## config.mk

```make
export PLATFORM = sky130hd
export DESIGN_NAME = sio_irq_vector
export DESIGN_NICKNAME = d
export VERILOG_FILES = /design/src/rtl/sio_irq_pkg.sv /design/src/rtl/sio_vec_fmt.sv /design/src/rtl/sio_irq_calc.sv /design/src/rtl/sio_irq_vector.sv
export SDC_FILE = /design/constraint.sdc
export NUM_CORES = 1
export LEC_CHECK = 0
export ABC_AREA = 1
export BUFFER_PORTS_ARGS = -buffer_cell sky130_fd_sc_hd__buf_2
export CORE_MARGIN = 5
export CORE_UTILIZATION = 38
export CTS_CLUSTER_DIAMETER = 30
export DETAILED_ROUTE_END_ITERATION = 10
export PLACE_DENSITY_LB_ADDON = 0.25
export SLEW_MARGIN = 30
export SYNTH_ARGS = -nofsm -noshare
export SYNTH_HDL_FRONTEND = slang
export SYNTH_SLANG_ARGS = --single-unit
```

## constraint.sdc

```tcl
create_clock -name clk -period 1.85 [get_ports clk]
set_clock_uncertainty 0.2 [all_clocks]
set_input_delay 0.2775 -clock clk [delete_from_list [all_inputs] [get_ports clk]]
set_output_delay 0.2775 -clock clk [all_outputs]
set_load 0.1 [all_outputs]
```

## src/rtl/sio_irq_pkg.sv

```systemverilog
package sio_irq_pkg;
    localparam int NCH = 2;   // channels
    localparam int VW  = 8;   // vector / pending width
    localparam int CW  = 3;   // condition code width

    typedef enum logic [1:0] {
        CMD_ENABLES = 2'd0,
        CMD_MODE    = 2'd1,
        CMD_CLR_TXP = 2'd2,
        CMD_CLR_IUS = 2'd3
    } cmd_e;

    localparam logic [CW-1:0] CODE_NONE = 3'b011;

    function automatic logic [CW-1:0] rx_code(int ch);
        return (ch == 0) ? 3'b110 : 3'b010;
    endfunction

    function automatic logic [CW-1:0] tx_code(int ch);
        return (ch == 0) ? 3'b100 : 3'b000;
    endfunction

    function automatic int rx_bit(int ch);
        return (ch == 0) ? 5 : 2;
    endfunction

    function automatic int tx_bit(int ch);
        return (ch == 0) ? 4 : 1;
    endfunction

    typedef struct packed {
        logic [NCH-1:0]      rx_pend;
        logic [NCH-1:0]      tx_pend;
        logic [NCH-1:0]      rx_ius;
        logic [NCH-1:0]      tx_ius;
        logic [NCH-1:0]      tx_en;
        logic [NCH-1:0]      st_hi;
        logic [NCH-1:0][1:0] rx_mode;
        logic [VW-1:0]       pend;
        logic [VW-1:0]       vec;
    } state_t;
endpackage

```

## src/rtl/sio_vec_fmt.sv

```systemverilog
module sio_vec_fmt #(
    parameter int VW = 8,
    parameter int CW = 3
) (
    input  logic [CW-1:0] code,
    input  logic          hi,
    output logic [VW-1:0] vec
);
    localparam int PADW = VW - CW - 1;

    always_comb begin
        if (hi) vec = {1'b0, code, {PADW{1'b0}}};
        else    vec = {{PADW{1'b0}}, code, 1'b0};
    end
endmodule

```

## src/rtl/sio_irq_calc.sv

```systemverilog
module sio_irq_calc #(
    parameter int NCH = 2
) (
    input  logic [NCH-1:0]      rx_pend,
    input  logic [NCH-1:0]      tx_pend,
    input  logic [NCH-1:0]      tx_en,
    input  logic [NCH-1:0][1:0] rx_mode,
    output logic                irq
);
    logic [NCH-1:0] req;

    for (genvar ch = 0; ch < NCH; ch++) begin : g_req
        assign req[ch] = (tx_en[ch] && tx_pend[ch]) ||
                         (((rx_mode[ch] == 2'b01) || (rx_mode[ch] == 2'b10)) && rx_pend[ch]);
    end

    assign irq = |req;
endmodule

```

## src/rtl/sio_irq_vector.sv

```systemverilog
module sio_irq_vector
    import sio_irq_pkg::*;
(
    input  logic       clk,
    input  logic       rst,
    input  logic [1:0] rx_event,
    input  logic [1:0] tx_event,
    input  logic       wr_en,
    input  logic       wr_chan,
    input  logic [1:0] wr_cmd,
    input  logic [7:0] wr_data,
    output logic [7:0] vector_o,
    output logic [7:0] pending_o,
    output logic       irq_o
);
    state_t state_d, state_q;
    logic   irq_d, irq_q;

    logic [NCH-1:0][VW-1:0] rx_vec, tx_vec, none_vec;
    logic [NCH-1:0]         promote;

    for (genvar ch = 0; ch < NCH; ch++) begin : g_fmt
        sio_vec_fmt #(.VW(VW), .CW(CW)) u_rx (
            .code(rx_code(ch)), .hi(state_q.st_hi[ch]), .vec(rx_vec[ch]));
        sio_vec_fmt #(.VW(VW), .CW(CW)) u_tx (
            .code(tx_code(ch)), .hi(state_q.st_hi[ch]), .vec(tx_vec[ch]));
        sio_vec_fmt #(.VW(VW), .CW(CW)) u_none (
            .code(CODE_NONE), .hi(state_q.st_hi[ch]), .vec(none_vec[ch]));
    end

    always_comb begin
        state_d = state_q;
        promote = '0;
        // stage 1: command
        if (wr_en) begin
            case (wr_cmd)
                CMD_ENABLES: begin
                    state_d.tx_en[wr_chan]   = wr_data[1];
                    state_d.rx_mode[wr_chan] = wr_data[4:3];
                end
                CMD_MODE: state_d.st_hi[wr_chan] = wr_data[0];
                CMD_CLR_TXP: begin
                    state_d.tx_pend[wr_chan]              = 1'b0;
                    state_d.pend[tx_bit(int'(wr_chan))]   = 1'b0;
                    state_d.vec                           = none_vec[wr_chan];
                end
                CMD_CLR_IUS: begin
                    if (state_d.rx_ius[wr_chan]) begin
                        state_d.rx_ius[wr_chan] = 1'b0;
                        promote[wr_chan]        = state_d.tx_pend[wr_chan];
                    end else if (state_d.tx_ius[wr_chan]) begin
                        state_d.tx_ius[wr_chan] = 1'b0;
                    end
                end
                default: ;
            endcase
        end
        // stage 2: receive events
        for (int ch = 0; ch < NCH; ch++) begin
            if (rx_event[ch]) begin
                state_d.rx_pend[ch]     = 1'b1;
                state_d.rx_ius[ch]      = 1'b1;
                state_d.pend[rx_bit(ch)] = 1'b1;
                state_d.vec             = rx_vec[ch];
            end
        end
        // stage 3: transmit events and promotions
        for (int ch = 0; ch < NCH; ch++) begin
            if (tx_event[ch] || promote[ch]) begin
                state_d.tx_pend[ch] = 1'b1;
                if (!state_d.rx_ius[ch]) begin
                    state_d.tx_ius[ch]       = 1'b1;
                    state_d.pend[tx_bit(ch)] = 1'b1;
                    state_d.vec              = tx_vec[ch];
                end
            end
        end
    end

    sio_irq_calc #(.NCH(NCH)) u_irq (
        .rx_pend(state_d.rx_pend),
        .tx_pend(state_d.tx_pend),
        .tx_en  (state_d.tx_en),
        .rx_mode(state_d.rx_mode),
        .irq    (irq_d)
    );

    always_ff @(posedge clk) begin
        if (rst) begin
            state_q     <= '0;
            state_q.vec <= {4'b0000, CODE_NONE, 1'b0};
            irq_q       <= 1'b0;
        end else begin
            state_q <= state_d;
            irq_q   <= irq_d;
        end
    end

    assign vector_o  = state_q.vec;
    assign pending_o = state_q.pend;
    assign irq_o     = irq_q;

    // ---------------- assertions ----------------
    for (genvar c = 0; c < NCH; c++) begin : g_chk
        AST_TX_HELD_BY_RX: assert property (@(posedge clk) disable iff (rst)
            $rose(state_q.tx_ius[c]) |-> !state_q.rx_ius[c]);
        AST_RX_TAKES_SVC: assert property (@(posedge clk) disable iff (rst)
            rx_event[c] |=> (state_q.rx_ius[c] && pending_o[rx_bit(c)]));
        AST_TXP_CLEARED: assert property (@(posedge clk) disable iff (rst)
            (wr_en && wr_cmd == CMD_CLR_TXP && wr_chan == 1'(c) && !tx_event[c])
            |=> (!state_q.tx_pend[c] && !pending_o[tx_bit(c)]));
    end

    AST_IRQ_HAS_SOURCE: assert property (@(posedge clk) disable iff (rst)
        irq_o |-> (|(state_q.rx_pend | state_q.tx_pend)));

    AST_VEC_LEGAL_FORM: assert property (@(posedge clk) disable iff (rst)
        ((vector_o[7:4] == 4'b0000) && !vector_o[0]) ||
        ((vector_o[3:0] == 4'b0000) && !vector_o[7]));
endmodule

```

==> out/metrics.cfg <==
[run_status]
result_of_the_run=finished, final reports clean

[worst_setup_path]
worst-path-stages=1
worstPathRequired_ns=1.37
setup.worst_path.class=reg -> out
cp_top_family=buffers and inverters
setup.reg_to_reg.worst_slack_ns=0.47
critical_path.startpoint_type=flip-flop
cp_launch_point=pending_o[1]$_SDFF_PP0_
worst_path_largest_cell_delay_ns=0.42
worst_r2r_startpoint=state_q[26]$_SDFF_PP0_
cp-end-kind=primary output
path_buf_inv=1
crit_chain=buf_2
r2r.worst_path.cells=9
worstPathMaxFanout=2
crit_end=pending_o[1]
critPathSlowestCell=sky130_fd_sc_hd__buf_2
critPathArrivalTime_ns=1.04
critical_path.reg2reg.endpoint=vector_o[7]$_SDFF_PP0_

[synthesis]
synth_seq_cells=27
synth_ff_type=sky130_fd_sc_hd__dfxtp_1
most_used_standard_cell_by_instance_count_after_synthesis=sky130_fd_sc_hd__nand2_1
synth_top_area_cell=sky130_fd_sc_hd__dfxtp_1
count_of_yosys_warnings_during_synthesis=0
synthDominantCellAreaShare_pct=37.57
yosysSeqAreaShare_pct=37.57
synthesized_area_per_cell_um2=6.724
yosys-top-cells-area=sky130_fd_sc_hd__dfxtp_1, sky130_fd_sc_hd__nand2_1, sky130_fd_sc_hd__buf_4, sky130_fd_sc_hd__nor2_1, sky130_fd_sc_hd__nand3_1
netlist_area_um2=1439
post_synth_num_cell_types=22
async_flop_share_pct=0
synth_edf_count=0
synthCells=214
synthTopCellsByCount=sky130_fd_sc_hd__nand2_1, sky130_fd_sc_hd__nor2_1, sky130_fd_sc_hd__dfxtp_1, sky130_fd_sc_hd__inv_1, sky130_fd_sc_hd__nand3_1

[cts]
cts_hold_buf=0
number_of_h_tree_levels=1
maximum_count_of_clock_buffers_along_a_single_path=2
post-cts-setup-buffer-count=0
cts.repair.resized=0
number_of_clock_buffers_inserted_by_tritoncts=3
path_clk_slew_ns=0.10
sink_count=27
cts_tree=built
insertion_delay_ns=0.28
cts-root-buf=sky130_fd_sc_hd__clkbuf_8

[cells_and_area]
fill_cells=391
final_util_pct=42.41
layout.area.seq_um2=540.5
drive_above_1_share_pct=20.18
nets=247
area_taken_by_multi_input_logic_gates_um2=668.1
antenna_cells_inserted=0
post_layout_nonfiller_instances=276
syn2layout_area_growth_pct=7.913

[global_route]
busiest_layer=met2
globalRouteMet3Util_pct=1.964
gr_met1_demand_resource_pct=13.96
grt_antenna_before_repair=0
grt_max_degree=19
globalRouteTotalUtil_pct=11.49
first_global_vias=1122
met2_usage_pct=19.49
grt_pass1_wl_um=4698
grt-ovfl-total=0

[placement]
globalplace.congestion=0.7758
port_buffers=26
place_ws_ns=0.2220
detailedPlacementHpwl_um=2199
post-place-cells=272

[sta]
fin_setup_tns_ns=0
timing.hold.ws_ns=0.08633
period_minus_slack_ns=1.519
post-route-worst-setup-slack_ns=0.3308
finalMaxSlewViolations=0
setup_viol_count_final=0
top_achievable_clock_speed_mhz=658.2
grt_setup_unrepaired=no
finalCritPeriodShare_pct=82.12
hold_viol_final=0

[floorplanning]
fp.dieH_um=71.54
chipWidth_um=71.54
initial_core_util_pct=39.30
die_area_um2=5117
design.portCount=35
core_area_um2=3661
rows=22

[power]
peak_supply_drop_mv=0.3256
p_leak_nw=0.7879
power-per-cell-area_nw_per_um2=824.9

[flow_run]
drv.max_cap_violation_count=0

[routing]
vias_per_cell=4.457
ant_nets=0
drt-initial-drc-count=54
drc_errors=0
wl_um=2812
via_count=1230
drt_pass1_iterations=4
post_drt_wl_per_cell_um=10.19

[min_path]
worstHoldPathType=in -> reg
hold_path_startpoint=tx_event[1]

-- sequential cells by signal (all words and copies together) (netlist names) --
register / flops
irq_o: 1
pending_o: 4
state_q: 14
vector_o: 8
-- stage by stage --
step / total power [mW] / area [um^2]
floorplan: 0.9143 / 1450
global placement: 0.9512 / 1504
detailed placement: 0.9525 / 1504
CTS: 1.300 / 1553
global route: 1.344 / 1553
finish: 1.281 / 1553
-- cell families (layout without fill, tap and decap cells) --
kind of cell | count (synthesis) | count (layout) | synth area share [%]
flops | 27 | 27 | 37.57
other cells | 1 | 4 | 0.2606
buf+inv | 47 | 58 | 16.78
simple gates | 117 | 117 | 36.17
compound gates | 22 | 22 | 9.218
-- where the power goes --
group | internal, mW | total (mW) | switching [mW] | leakage [nW]
clock | 0.153 | 0.345 | 0.192 | 0.0217
sequential | 0.611 | 0.624 | 0.0128 | 0.222
combinational | 0.0637 | 0.312 | 0.248 | 0.544
-- metal layers --
layer	vias to the layer above	routed length (um)
met2	17	1334
li1	671	-
met1	538	1317
met3	4	117
met5	-	0
met4	0	43
-- final cells by class --
| class | count | area share [%] |
|---|---|---|
| Multi-Input combinational cell | 143 | 43.03 |
| Sequential cell | 27 | 34.81 |
| Timing Repair Buffer | 26 | 8.380 |
| Inverter | 28 | 6.769 |
| Tap cell | 48 | 3.868 |
| Clock buffer | 3 | 2.659 |
| Clock inverter | 1 | 0.4835 |
-- worst min-delay path by stage --
| stage | cells after the start | endpoint |
|---|---|---|
| CTS | 3 | state_q[21]$_SDFFE_PP0P_ |
| global placement | 2 | state_q[31]$_SDFF_PP0_ |
| finish | 3 | state_q[29]$_SDFF_PP0_ |
| global route | 3 | state_q[20]$_SDFFE_PP0P_ |
| floorplan | 2 | pending_o[2]$_SDFFE_PP0P_ |
| detailed placement | 2 | state_q[31]$_SDFF_PP0_ |
-- placed cells by master, fill, tap and decap left out, drive strengths merged, types with 2 or more instances in the layout --
cell type,netlist,routed
a21oi,13,13
buf,19,26
clkbuf,0,3
conb,1,4
dfxtp,27,27
inv,28,28
nand2,65,65
nand3,19,19
nand4,2,2
nor2,31,31
o21ai,6,6
No activity file was read; power rests on OpenSTA's default activity.
